## config.mk

```make
export PLATFORM = sky130hd
export DESIGN_NAME = pc_sample_hist
export DESIGN_NICKNAME = d
export VERILOG_FILES = /design/src/rtl/pc_sample_hist.sv
export SDC_FILE = /design/constraint.sdc
export NUM_CORES = 1
export LEC_CHECK = 0
export ABC_AREA = 1
export BUFFER_PORTS_ARGS = -buffer_cell sky130_fd_sc_hd__buf_4
export CAP_MARGIN = 20
export CORE_ASPECT_RATIO = 0.8
export CORE_UTILIZATION = 34
export DETAILED_ROUTE_END_ITERATION = 10
export SETUP_SLACK_MARGIN = 0.2
export SYNTH_ARGS = -nofsm -noshare
export SYNTH_HDL_FRONTEND = slang
export SYNTH_SLANG_ARGS = --single-unit
```

## constraint.sdc

```tcl
create_clock -name clk -period 2.55 [get_ports clk]
set_clock_uncertainty 0.05 [all_clocks]
set_input_delay 0.51 -clock clk [delete_from_list [all_inputs] [get_ports clk]]
set_output_delay 0.51 -clock clk [all_outputs]
set_load 0.005 [all_outputs]
```

## src/rtl/pc_sample_hist.sv

```systemverilog
module pc_sample_hist #(
  parameter int PC_W  = 32,
  parameter int CNT_W = 16,
  parameter int BKT_W = 8,
  parameter int DEPTH = 16,
  parameter int SH_W  = 5,
  parameter int IDX_W = $clog2(DEPTH)
) (
  input  logic             clk,
  input  logic             rst_n,
  input  logic             en,
  input  logic             clr,
  input  logic             evt,
  input  logic [PC_W-1:0]  pc,
  input  logic [CNT_W-1:0] thresh,
  input  logic [PC_W-1:0]  base,
  input  logic [SH_W-1:0]  shift,
  input  logic [IDX_W-1:0] rd_idx,
  output logic [BKT_W-1:0] rd_data,
  output logic             busy,
  output logic [BKT_W-1:0] oor_count
);
  localparam logic [1:0] IDLE = 2'd0, RD = 2'd1, WR = 2'd2;

  logic [BKT_W-1:0] mem [DEPTH];
  logic [BKT_W-1:0] rd_q;
  logic [CNT_W-1:0] cnt;
  logic [IDX_W-1:0] a_idx, p_idx, clr_ptr;
  logic [1:0]       ph;
  logic             pend_v;

  wire [PC_W-1:0]  off    = pc - base;
  wire [PC_W-1:0]  blk    = off >> shift;
  wire             in_rng = (pc >= base) && (blk < PC_W'(DEPTH));
  wire [IDX_W-1:0] s_idx  = blk[IDX_W-1:0];
  wire             hit    = en && evt && !busy && (cnt == '1);
  wire             req    = hit && in_rng;
  wire             free   = (ph != RD);
  wire [BKT_W-1:0] inc    = (rd_q == '1) ? rd_q : rd_q + 1'b1;

  always_ff @(posedge clk or negedge rst_n) begin
    if (!rst_n) begin
      busy      <= 1'b1;
      clr_ptr   <= '0;
      cnt       <= '0;
      ph        <= IDLE;
      pend_v    <= 1'b0;
      a_idx     <= '0;
      p_idx     <= '0;
      oor_count <= '0;
    end else if (clr) begin
      busy      <= 1'b1;
      clr_ptr   <= '0;
      cnt       <= -thresh;
      ph        <= IDLE;
      pend_v    <= 1'b0;
      oor_count <= '0;
    end else if (busy) begin
      cnt     <= -thresh;
      clr_ptr <= clr_ptr + 1'b1;
      if (clr_ptr == IDX_W'(DEPTH - 1)) busy <= 1'b0;
    end else begin
      if (en && evt) cnt <= hit ? -thresh : cnt + 1'b1;
      if (hit && !in_rng && oor_count != '1) oor_count <= oor_count + 1'b1;
      if (free) begin
        if (pend_v) begin
          a_idx  <= p_idx;
          ph     <= RD;
          pend_v <= req;
          if (req) p_idx <= s_idx;
        end else if (req) begin
          a_idx <= s_idx;
          ph    <= RD;
        end else begin
          ph <= IDLE;
        end
      end else begin
        ph <= WR;
        if (req && !pend_v) begin
          pend_v <= 1'b1;
          p_idx  <= s_idx;
        end
      end
    end
  end

  always_ff @(posedge clk) begin
    if (busy) mem[clr_ptr] <= '0;
    else if (ph == WR && !clr) mem[a_idx] <= inc;
    if (ph == RD) rd_q <= mem[a_idx];
    rd_data <= mem[rd_idx];
  end
endmodule

```

## Yosys cells after proc, flatten, opt, wreduce, memory -nomap -nowiden

Memory sizes are Yosys's and may differ from the RTL's. A register that Yosys moved wholly into a read port is not among the register bits.
Index checks and enable logic that the tools add are counted.

| word-level totals | value |
|---|---|
| bits of input ports | 94 |
| bits in latches | 0 |
| ROM bits | 0 |
| memory bits (writable) | 128 |
| output and inout port bits | 17 |
| register bits | 40 |
| word-level logic and storage cells | 90 |
| memories kept | 1 |

Memories:

| name | words | width | read ports | clocked after Yosys merged registers in | write ports | line | RTL |
|---|---|---|---|---|---|---|---|
| mem | 16 | 8 | 2 | 2 | 1 | 25 | `logic [BKT_W-1:0] mem [DEPTH];` |

| operators by class | value |
|---|---|
| shift-type cells | 1 |
| reduce and logical (&&, ||, !) cells | 24 |
| multipliers | 0 |
| bitwise operators | 2 |
| muxes and demuxes | 36 |
| div/mod/pow operators | 0 |
| $add $sub $neg | 6 |
| order comparisons | 2 |
| equal/unequal tests | 10 |

Operators by type and width:

| kind | count |
|---|---|
| $mux 16 | 4 |
| $mux 8 | 5 |
| $ge 32x32->1 | 1 |
| $lt 32x5->1 const B | 1 |
| $mux 4 | 8 |
| $shr 32x5->32 | 1 |
| $sub 32x32->32 | 1 |
| $add 16x1->16 const B | 1 |
| $add 8x1->8 const B | 2 |
| $eq 16x16->1 const B | 1 |
| $mux 1 | 16 |
| $neg 16->16 | 1 |
| $logic_and 1x1->1 | 9 |
| $eq 8x8->1 const B | 1 |
| $ne 8x8->1 const B | 1 |
| $reduce_bool 2->1 | 4 |
| $reduce_or 8->1 | 1 |
| $mux 2 | 3 |
| $ne 2x2->1 const B | 3 |
| $reduce_bool 3->1 | 2 |
| $reduce_and 5->1 | 1 |
| $add 4x1->4 const B | 1 |
| $eq 4x4->1 const B | 1 |
| $logic_not 1->1 | 4 |
| 6 further kinds | 8 |

## Logic depth before layout (Yosys ltp)

Gate-level depths: netlist (run 1).

| logic depth | value |
|---|---|
| word-level depth | 10 |
| gate-level depth with buffers | 32 |
| mapped depth without buffers | 31 |

## Worst setup path before layout (run 1)

No wires, ideal clock.

| timing | value |
|---|---|
| path type | input -> register |
| from | input pc[0] |
| to | register oor_count[5] |
| required time | 2.381 ns |
| stages on the path | 26 |
| buffers on the path | 1 |
| arrival time | 2.994 ns |
| path slack | -0.613 ns |
| cells stage by stage | inv_1 ha_1 fa_1 inv_1 nand3_1 nand3_1 nand2_1 nand2_1 xor2_1 o21ai_0 nand2_1 nand3_1 nand2_1 nor2_1 nand3_1 nand2_1 clkinv_1 nand2_1 nand3_2 nor2_4 nand2_4 nand2_4 nand2_4 buf_8 nand2_2 o21ai_2 |

| between the ends | value |
|---|---|
| cells in the longest elaborated chain, start to end | 9 |
| elaborated cells between the ends (all ways) | 10 |
| those cells by class | add/sub: 1; order compare: 2; shift: 1; reduce/logical: 6 |

Ends and longest elaborated chain:

| what | line | RTL |
|---|---|---|
| start, declared | 14 | `input logic [PC_W-1:0] pc,` |
| $sub 32x32->32 | 32 | `wire [PC_W-1:0] off = pc - base;` |
| $shr 32x5->32 | 33 | `wire [PC_W-1:0] blk = off >> shift;` |
| $lt 32x5->1 | 34 | `wire in_rng = (pc >= base) && (blk < PC_W'(DEPTH));` |
| $logic_and 1x1->1 (*) | 34 |  |
| $logic_not 1->1 (*) | 64 | `if (hit && !in_rng && oor_count != '1) oor_count <= oor_count + 1'b1;` |
| $logic_and 1x1->1 (*) (2 in a row) | 64 |  |
| $reduce_bool 2->1 (no source line) (*) | n/a |  |
| $reduce_and 2->1 (no source line) (*) | n/a |  |
| end signal, assigned | 64 |  |
| end, declared | 21 | `output logic [BKT_W-1:0] oor_count` |

Mark *: on every way between the ends. The rest lies on a longest branch, timed or not.
A chain may end at the register's enable or synchronous reset.

## Final worst setup path (run 1)

Same ends and word-level chain as after synthesis.

==> results of run 1 <==
-- state kept, by name, summed over array words and instances, names as in the netlist --
name and count:
ph 2, busy 1, rd_data 8, p_idx 4
pend_v 1, oor_count 8, a_idx 4, mem 128
cnt 16, rd_q 8, clr_ptr 4
-- power by group --
group          switching [mW]  internal, mW
logic                    1.49          1.02
registers              0.0423          3.28
clock network            1.22          1.46
total                    2.74          5.76
-- repair_timing --
item,CTS,global route
setup buffers,17,11
pin swaps,54,70
gates resized for setup,196,100
cloned,3,0
setup endpoints to repair,66,122
endpoints found under the hold margin,15,0
hold buffers,1,0
-- logic make-up after synthesis --
family	Yosys count	synth area share (%)
compound gates	391	15.53
fa+ha+maj	38	3.450
buf+inv	416	11.66
xor+xnor	33	2.065
flops	184	37.48
simple gates	950	29.82
-- metal layers --
layer | global-route usage (%) | vias up
met5 | 0 | -
met3 | 3.071 | 42
met4 | 5.600 | 0
met2 | 32.45 | 454
met1 | 30.46 | 6658
li1 | - | 7137
-- worst paths after layout --
| check | start | endpoint | slack (ns) | cells past startpoint |
|---|---|---|---|---|
| min | rd_idx[3] | rd_data[1] | 0.41 | 3 |
| max | pc[0] | oor_count[5] | -0.44 | 29 |
| max reg2reg | cnt[1] | oor_count[5] | -0.20 | 19 |
| min reg2reg | clr_ptr[3] | clr_ptr[3] | 0.47 | 1 |
| max in group asynchronous | rst_n | a_idx[1] | 1.51 | 2 |
| min in group asynchronous | rst_n | cnt[5] | 0.53 | 2 |
-- Yosys cell counts, drive strengths merged --
master | instances | area share [%]
nand2 | 530 | 15
xor2 | 23 | 1.4
a211oi | 1 | 0.054
nor3b | 5 | 0.27
nand2b | 1 | 0.045
and2 | 2 | 0.089
o221ai | 22 | 1.4
o311ai | 1 | 0.063
fa | 1 | 0.14
or2 | 2 | 0.089
nor4 | 3 | 0.13
a41o | 1 | 0.072
a31oi | 6 | 0.27
dfstp | 1 | 0.19
clkinv | 4 | 0.11
o21a | 1 | 0.054
nand4 | 21 | 0.94
inv | 328 | 8.8
nor3 | 19 | 0.75
bufbuf | 1 | 0.23
clkbuf | 56 | 1.6
o21ai | 189 | 6.9
nand3 | 236 | 8.8
dfxtp | 8 | 1.1
nor2 | 127 | 3.7
edfxtp | 136 | 29
a41oi | 1 | 0.063
dfrtp | 39 | 7.0
a21oi | 132 | 4.7
a21boi | 1 | 0.054
ha | 37 | 3.3
buf | 27 | 0.95
o22ai | 8 | 0.36
o211ai | 28 | 1.5
xnor2 | 10 | 0.63
nand3b | 4 | 0.21
-- cell type report --
| class | count | area [um^2] | share of cell area, % |
|---|---|---|---|
| Multi-Input combinational cell | 1413 | 8610 | 45.41 |
| Inverter | 332 | 1260 | 6.646 |
| Clock inverter | 12 | 140.1 | 0.7391 |
| Tap cell | 544 | 680.7 | 3.590 |
| Antenna cell | 1 | 2.502 | 0.01320 |
| Sequential cell | 184 | 5249 | 27.68 |
| Timing Repair Buffer | 305 | 2581 | 13.61 |
| Clock buffer | 20 | 436.7 | 2.303 |
-- layout by cell type, fill, tap and decap left out, types with 8 or more instances in the layout --
cell,count
a21oi_1,124
buf_12,18
buf_4,270
buf_6,15
clkbuf_16,17
dfrtp_1,37
dfxtp_1,8
edfxtp_1,136
ha_1,11
ha_4,25
inv_1,314
inv_2,12
nand2_1,428
nand2_2,76
nand2_4,23
nand3_1,155
nand3_2,66
nand3_4,15
nand4_1,21
nor2_1,76
nor2_2,25
nor2_4,26
nor3_1,11
nor3_2,8
o211ai_1,28
o21ai_0,154
o21ai_1,21
o21ai_2,14
o221ai_1,22
o22ai_1,8
xnor2_1,10
xor2_1,22
-- metrics by stage --
stage,cell area [um^2],std cells,hold slack (ns),setup slack (ns)
after floorplan,14280,2012,0.1644,-0.4708
after global placement,16810,2746,0.4460,-1.018
after detailed placement,16810,2746,0.4613,-1.137
after CTS,18440,2799,0.3806,-0.3503
after global routing,18960,2811,0.4080,-0.6157
final,18960,2811,0.4098,-0.4435
-- worst max-delay path: cells and delay by family --
kind / cells / cell delay (ns)
AOI/OAI and AO/OA: 1 / 0.05
adders and majority gates: 2 / 0.52
buffers and inverters: 4 / 0.29
and+or+nand+nor: 22 / 1.90
==> flow_summary.json, run 1 <==
{
  "worstPathArrival_ns": 3.28,
  "synth_cell_types": 49,
  "fin_ws_ns": -0.4435,
  "cp_max_fo": 7,
  "fillers": 4048,
  "crit_type": "input pin to flip-flop",
  "port_buffers": 110,
  "netlist_area_um2": 14000,
  "power_mw": 8.506,
  "route.met3.wl_um": 2593,
  "grt_overflow_total": 0,
  "dp_hpwl_um": 32060,
  "slowest_delay_ns": 0.37,
  "rsz0062_at_grt": "yes",
  "clockBufferDepth": 2,
  "start_util_pct": 34.45,
  "io_pins": 111,
  "fmax_mhz": 334.1,
  "clkTransAtPathRegs_ns": 0.07,
  "wl_per_cell_um": 15.66,
  "crit_top_cell": "nand2_1",
  "setup_tns_ns": -7.360,
  "cts_buffers": 17,
  "fin_util_pct": 46.66,
  "violations": "negative setup slack",
  "die_h_um": 183.5,
  "drc": 0,
  "critPathLaunchType": "input pin",
  "fin_crit_sh_pct": 117.4,
  "cap_violations": 0,
  "status": "finished with violations",
  "cts.sinks": 184,
  "totalWireLength_um": 44020,
  "relSlewSlack_pct": 56.93,
  "p_per_area_nw_per_um2": 448.6,
  "core_um2": 40630,
  "power.leakage_nw": 8.824,
  "cts_tree": "yes",
  "design.die.area_um2": 41990,
  "met1_length_um": 21580,
  "finalSetupViolations": 18,
  "grt_max_degree": 66,
  "routed_via_density": 5.084,
  "drive_gt1_share_pct": 28.77,
  "slew_viol_final": 0,
  "ant_nets": 0,
  "clockRootBuffer": "clkbuf_16",
  "syn_inst": 2012,
  "grt_pass1_wl_um": 70210,
  "vias": 14291,
  "syn_area_per_cell_um2": 6.957,
  "track_usage_pct": 20.99,
  "ys_seq_area_share_pct": 37.48,
  "min_path_type": "input pin to flip-flop",
  "hold_viol_final": 0,
  "yosysWarnings": 0,
  "synth-seq-cells": 184,
  "clk_latency_ns": 0.45,
  "gp_congestion": 0.9301,
  "slowest_stage": "fa_2",
  "vdd_drop_max_mv": 0.4943,
  "dr.pass1.iters": 5,
  "wl_met2_um": 19150,
  "period_needed_ns": 2.993,
  "die_x_um": 228.9,
  "drtIter0Drc": 1164,
  "synth_nets": 2144,
  "syn_to_final_growth_pct": 35.45,
  "rows": 66,
  "tightest_slew_ns": 0.6461,
  "antenna_found_initial": 1,
  "endpoint_kind": "flip-flop",
  "grt_pass1_vias": 13511,
  "required_ns": 2.84,
  "htreeDepth": 4,
  "fin_nets": 2385,
  "top_layer_used": "met4"
}
No activity file was read; power rests on OpenSTA's default activity.
==> inputs of run 2 (changes only) <==
- CTS_BUF_LIST: default -> sky130_fd_sc_hd__clkbuf_8
==> run 2 against run 1 <==
Effect of this change:
- the run still ends with negative setup slack left
- sequential share of layout area is 0.27 points higher
- register-to-register slack better by 0.08 ns
- cell count stayed put
- power is 7.9% lower
- setup slack better by 0.045 ns
- die area stayed put
==> flow_summary.json, run 2 (synthesized netlist as in run 1, its figures left out) <==
{
  "status": "finished with violations",
  "violations": "negative setup slack",
  "min_path_type": "input pin to flip-flop",
  "fin_crit_sh_pct": 115.6,
  "io_pins": 111,
  "drtIter0Drc": 1267,
  "cts.sinks": 184,
  "slew_viol_final": 0,
  "die_x_um": 228.9,
  "r2r_slack_ns": -0.12,
  "cap_violations": 0,
  "grt_max_degree": 66,
  "cts_tree": "yes",
  "slowest_delay_ns": 0.37,
  "critPathLaunchType": "input pin",
  "grt_pass1_wl_um": 70010,
  "design.die.area_um2": 41990,
  "drive_gt1_share_pct": 28.91,
  "hp-start": "rd_idx[3]",
  "port_buffers": 110,
  "fmax_mhz": 339.2,
  "top_register": "mem",
  "reg2reg_depth": 19,
  "dr.pass1.iters": 7,
  "routed_via_density": 5.070,
  "cp_max_fo": 7,
  "drc": 0,
  "p_per_area_nw_per_um2": 417.1,
  "relSlewSlack_pct": 57.38,
  "largestRegisters": "mem (128), cnt (16)",
  "vdd_drop_max_mv": 0.3231,
  "rows": 66,
  "crit_type": "input pin to flip-flop",
  "clkTransAtPathRegs_ns": 0.09,
  "fin_nets": 2385,
  "worstPathArrival_ns": 3.28,
  "hold_depth": 3,
  "dp_hpwl_um": 32060,
  "crit_top_cell": "nand2_1",
  "htreeDepth": 4,
  "fin_util_pct": 46.22,
  "grt_pass1_vias": 13503,
  "wl_per_cell_um": 15.60,
  "largest_reg_flops": 128,
  "endpoint_kind": "flip-flop",
  "track_usage_pct": 20.87,
  "design_area_um2": 18780,
  "die_h_um": 183.5,
  "place_area_um2": 16810,
  "tightest_slew_ns": 0.6392,
  "fin_ws_ns": -0.3980,
  "slowest_stage": "fa_2",
  "start_util_pct": 34.45,
  "clk_latency_ns": 0.49,
  "final_common_cell": "nand2_1",
  "hold_end": "rd_data[1]",
  "period_needed_ns": 2.948,
  "required_ns": 2.88,
  "final_cell_mix": "nand2_1, inv_1, buf_4",
  "antenna_found_initial": 1,
  "reg2reg_to": "oor_count[5]",
  "clockRootBuffer": "clkbuf_8",
  "vias": 14251,
  "r2r-start": "cnt[1]",
  "core_um2": 40630,
  "syn_to_final_growth_pct": 34.16,
  "clockBufferDepth": 2,
  "cts_buffers": 17,
  "grt_overflow_total": 0,
  "ant_nets": 0,
  "gp_congestion": 0.9301,
  "finalSetupViolations": 18,
  "power.leakage_nw": 8.745,
  "rsz0062_at_grt": "yes",
  "hold_viol_final": 0,
  "totalWireLength_um": 43860
}
-- run 2: cell types whose count changed in the layout (fill, tap and decap cells not counted), moves of 2 or more --
cell and delta:
nand3_2 +2, clkbuf_8 +17, clkbuf_16 -17, inv_1 +3, clkbuf_1 -3, nand3_1 -2
-- run 2: layout make-up --
| class | count | area [um^2] |
|---|---|---|
| Inverter | 332 | 1260 |
| Timing Repair Buffer | 305 | 2581 |
| Clock inverter | 15 | 151.4 |
| Antenna cell | 1 | 2.502 |
| Tap cell | 544 | 680.7 |
| Sequential cell | 184 | 5249 |
| Clock buffer | 17 | 234.0 |
| Multi-Input combinational cell | 1413 | 8621 |
| Fill cell | 4062 | 21850 |
-- run 2: worst max-delay path: cells and delay by family --
| kind | cells | cell delay [ns] |
|---|---|---|
| AO/OA/AOI/OAI | 1 | 0.05 |
| buffers and inverters | 4 | 0.29 |
| AND/OR/NAND/NOR | 22 | 1.89 |
| adder cells (fa/ha/maj) | 2 | 0.52 |
-- run 2: metal layers --
layer  GRT usage (%)  share of wire, %  vias up
met5               0                 0        -
met4           5.173               1.8        0
met3           2.947               6.1       53
met2           32.21                43      440
met1           30.53                49     6630
li1                -                 -     7128
-- run 2: how the worst max path moves through the flow --
stage | startpoint | end | slack, ns | cells after the start
2_1_floorplan | pc[0] | oor_count[5] | -0.47 | 28
3_5_place_dp | pc[9] | a_idx[0] | -1.14 | 25
4_1_cts | pc[0] | a_idx[0] | -0.30 | 26
3_3_place_gp | pc[9] | a_idx[0] | -1.02 | 25
6_report | pc[0] | oor_count[5] | -0.40 | 29
5_1_grt | pc[0] | a_idx[2] | -0.55 | 26
-- run 2: metrics by stage --
| step | setup TNS [ns] | power, mW | worst slack [ns] | std cells | hold WS, ns |
|---|---|---|---|---|---|
| 3_3_place_gp | -17.78 | 5.467 | -1.018 | 2746 | 0.4460 |
| 6_report | -6.554 | 7.832 | -0.3980 | 2811 | 0.3693 |
| 5_1_grt | -10.89 | 8.273 | -0.5537 | 2811 | 0.3469 |
| 4_1_cts | -4.249 | 7.714 | -0.2977 | 2799 | 0.3274 |
| 2_1_floorplan | -7.094 | 4.693 | -0.4708 | 2012 | 0.1644 |
| 3_5_place_dp | -19.79 | 5.489 | -1.137 | 2746 | 0.4613 |
-- run 2: report_power, final --
group          switching [mW]  total, mW  internal (mW)
logic                    1.49       2.51           1.02
registers              0.0421       3.32           3.27
clock network            1.13       2.01          0.878
total                    2.66       7.83           5.18
-- run 2: timing repair --
action	in CTS	in global routing
setup buffers	17	11
endpoints found under the setup margin	66	121
pin swaps	54	70
gates cloned	3	0
hold buffers	1	0
endpoints found under the hold margin	39	0
resized for setup	197	101
==> inputs of run 3 (changes only) <==
- CELL_PAD_IN_SITES_DETAIL_PLACEMENT: default -> 1
- CELL_PAD_IN_SITES_GLOBAL_PLACEMENT: default -> 2
- CORE_UTILIZATION: 34 -> 32
- PLACE_DENSITY_LB_ADDON: default -> 0.1
==> run 3 against run 2 <==
Effect of this change:
- the flow still finishes with violations (negative setup slack)
- worst hold slack worse by 0.041 ns
- critical endpoint is now oor_count[4]
- critical path type unchanged
- first-iteration DRC count is 39% lower
- core utilization is 0.19 points lower
- cell area is 5.7% higher
- via count is 3.1% higher
- combinational power is 14% higher
==> flow_summary.json, run 3 (synthesized netlist as in run 1, its figures left out) <==
{
  "status": "finished with violations",
  "violations": "negative setup slack",
  "final_cell_mix": "nand2_1, inv_1, buf_4",
  "endpoint_kind": "flip-flop",
  "fin_nets": 2433,
  "dp_hpwl_um": 39160,
  "die_h_um": 189.1,
  "rows": 68,
  "dr.pass1.iters": 5,
  "cp_max_fo": 7,
  "grt_overflow_total": 0,
  "fin_ws_ns": -0.4820,
  "track_usage_pct": 23.69,
  "drtIter0Drc": 779,
  "p_per_area_nw_per_um2": 408.3,
  "multiInputGateArea_um2": 9106,
  "power_frac_seq_pct": 40.9,
  "clkTransAtPathRegs_ns": 0.10,
  "io_pins": 111,
  "hold_viol_final": 0,
  "final_common_cell": "nand2_1",
  "drive_gt1_share_pct": 34.79,
  "min_path_type": "input pin to flip-flop",
  "crit_type": "input pin to flip-flop",
  "vias": 14694,
  "largestRegisters": "mem (128), cnt (16)",
  "design_area_um2": 19860,
  "hold_depth": 4,
  "fin_crit_sh_pct": 118.9,
  "grt_max_degree": 75,
  "die_x_um": 235.8,
  "slew_viol_final": 0,
  "gp_congestion": 0.8509,
  "clockBufferDepth": 2,
  "tightest_slew_ns": 0.5717,
  "start_util_pct": 32.45,
  "power.leakage_nw": 9.116,
  "period_needed_ns": 3.032,
  "p_comb_share_pct": 35.3,
  "swShare_pct": 35.95,
  "place_inst": 2798,
  "cap_violations": 0,
  "cts_tree": "yes",
  "pwr-share-clk_pct": 23.8,
  "drc": 0,
  "largest_reg_flops": 128,
  "num_antenna_cells": 0,
  "wl_per_cell_um": 18.55,
  "clk_latency_ns": 0.50,
  "top_register": "mem",
  "critPathLaunchType": "input pin",
  "clockRootBuffer": "clkbuf_8",
  "regArea_um2": 5249,
  "reg2reg_depth": 19,
  "rsz0062_at_grt": "yes",
  "vdd_drop_max_mv": 0.3126,
  "worstPathArrival_ns": 3.38,
  "fmax_mhz": 329.8,
  "p_switching_mw": 2.915,
  "antenna_found_initial": 0,
  "intPower_mw": 5.192,
  "cts_buffers": 17,
  "required_ns": 2.90,
  "design.die.area_um2": 44590,
  "relSlewSlack_pct": 61.89,
  "final_cells": 2874,
  "htreeDepth": 4,
  "fillers": 5236,
  "core_um2": 43140,
  "finalSetupViolations": 33,
  "routed_via_density": 5.113,
  "ant_nets": 0,
  "grt_pass1_vias": 14850,
  "port_buffers": 110,
  "totalWireLength_um": 53320,
  "cts.sinks": 184,
  "syn_to_final_growth_pct": 41.85,
  "place_area_um2": 17290,
  "fin_util_pct": 46.03,
  "grt_pass1_wl_um": 82770
}
## run 3: cell types whose count changed in the layout (fill, tap and decap cells not counted), moves of 6 or more
| cell | delta |
|---|---|
| nand2_1 | -48 |
| nor2_1 | -11 |
| buf_6 | +13 |
| buf_4 | +19 |
| nand3_2 | +17 |
| inv_1 | -13 |
| nor2_4 | +6 |
| nand3_1 | -21 |
| buf_12 | +12 |
| inv_2 | +12 |
| nand2_2 | +43 |
| nand2_4 | +6 |
## run 3: final cells by class
cell class | instances | area share [%]
well taps | 560 | 3.529
inverters | 332 | 6.327
repair buffers | 353 | 16.03
flip-flops and latches | 184 | 26.44
multi-input cells | 1413 | 45.86
clock buffers | 17 | 1.178
clock inverters | 15 | 0.6365
## run 3: worst paths after layout
| kind | slack (ns) | start | end |
|---|---|---|---|
| min in group asynchronous | 0.48 | rst_n | cnt[1] |
| worst min register to register | 0.49 | clr_ptr[3] | clr_ptr[3] |
| max in group asynchronous | 1.53 | rst_n | a_idx[0] |
| worst min-delay path | 0.33 | thresh[0] | cnt[0] |
| worst max register to register | -0.19 | cnt[0] | oor_count[4] |
| worst max-delay path | -0.48 | pc[0] | oor_count[4] |
## run 3: power by group through the flow
stage / sequential (mW) / combinational [mW] / clock (mW)
finish: 3.32 / 2.86 / 1.93
global route: 3.33 / 3.12 / 2.05
CTS: 3.32 / 2.60 / 1.97
detailed placement: 3.38 / 2.35 / 0
global placement: 3.38 / 2.31 / 0
floorplan: 3.37 / 1.32 / 0
## run 3: critical path: stages
cell,delay [ns]
buf_8,0.08
inv_8,0.03
ha_4,0.16
fa_2,0.39
inv_4,0.09
nand3_4,0.08
nand3_4,0.13
nand2_4,0.06
nand2_4,0.09
nand2_2,0.06
nand4_1,0.18
nand3_2,0.17
nand3_2,0.11
nand3_1,0.10
nand2_2,0.09
nand2_1,0.07
nor2_2,0.12
nand3_2,0.10
nand2_2,0.09
nor2_2,0.05
nor2_4,0.17
nand2_4,0.10
nand2_8,0.12
nand2_8,0.10
nand2_2,0.08
o21ai_2,0.05
## run 3: repair_timing
item | CTS | global route
hold buffers | 1 | 0
resized for setup | 238 | 218
setup buffers | 28 | 10
hold endpoints to repair | 39 | 0
setup endpoints to repair | 66 | 117
pin swaps | 57 | 100
cloned | 5 | 0
## run 3: layer usage
metal  up-vias  share of wire (%)  track usage [%]
met5         -                  0                0
met4         0                1.2            4.475
met3        44                3.4            2.668
met2       256                 43            35.57
met1      7169                 53            36.31
li1       7225                  -                -
## run 3: through the flow
stage                     setup slack (ns)  power (mW)  TNS, ns  hold slack [ns]
after floorplan                    -0.4708       4.693   -7.094           0.1644
after global placement              -1.223       5.687   -22.33           0.4488
after detailed placement            -1.279       5.729   -29.62           0.4465
after global routing               -0.6608       8.501   -14.31           0.3347
after CTS                          -0.3619       7.886   -6.793           0.2907
final                              -0.4820       8.107   -9.037           0.3279
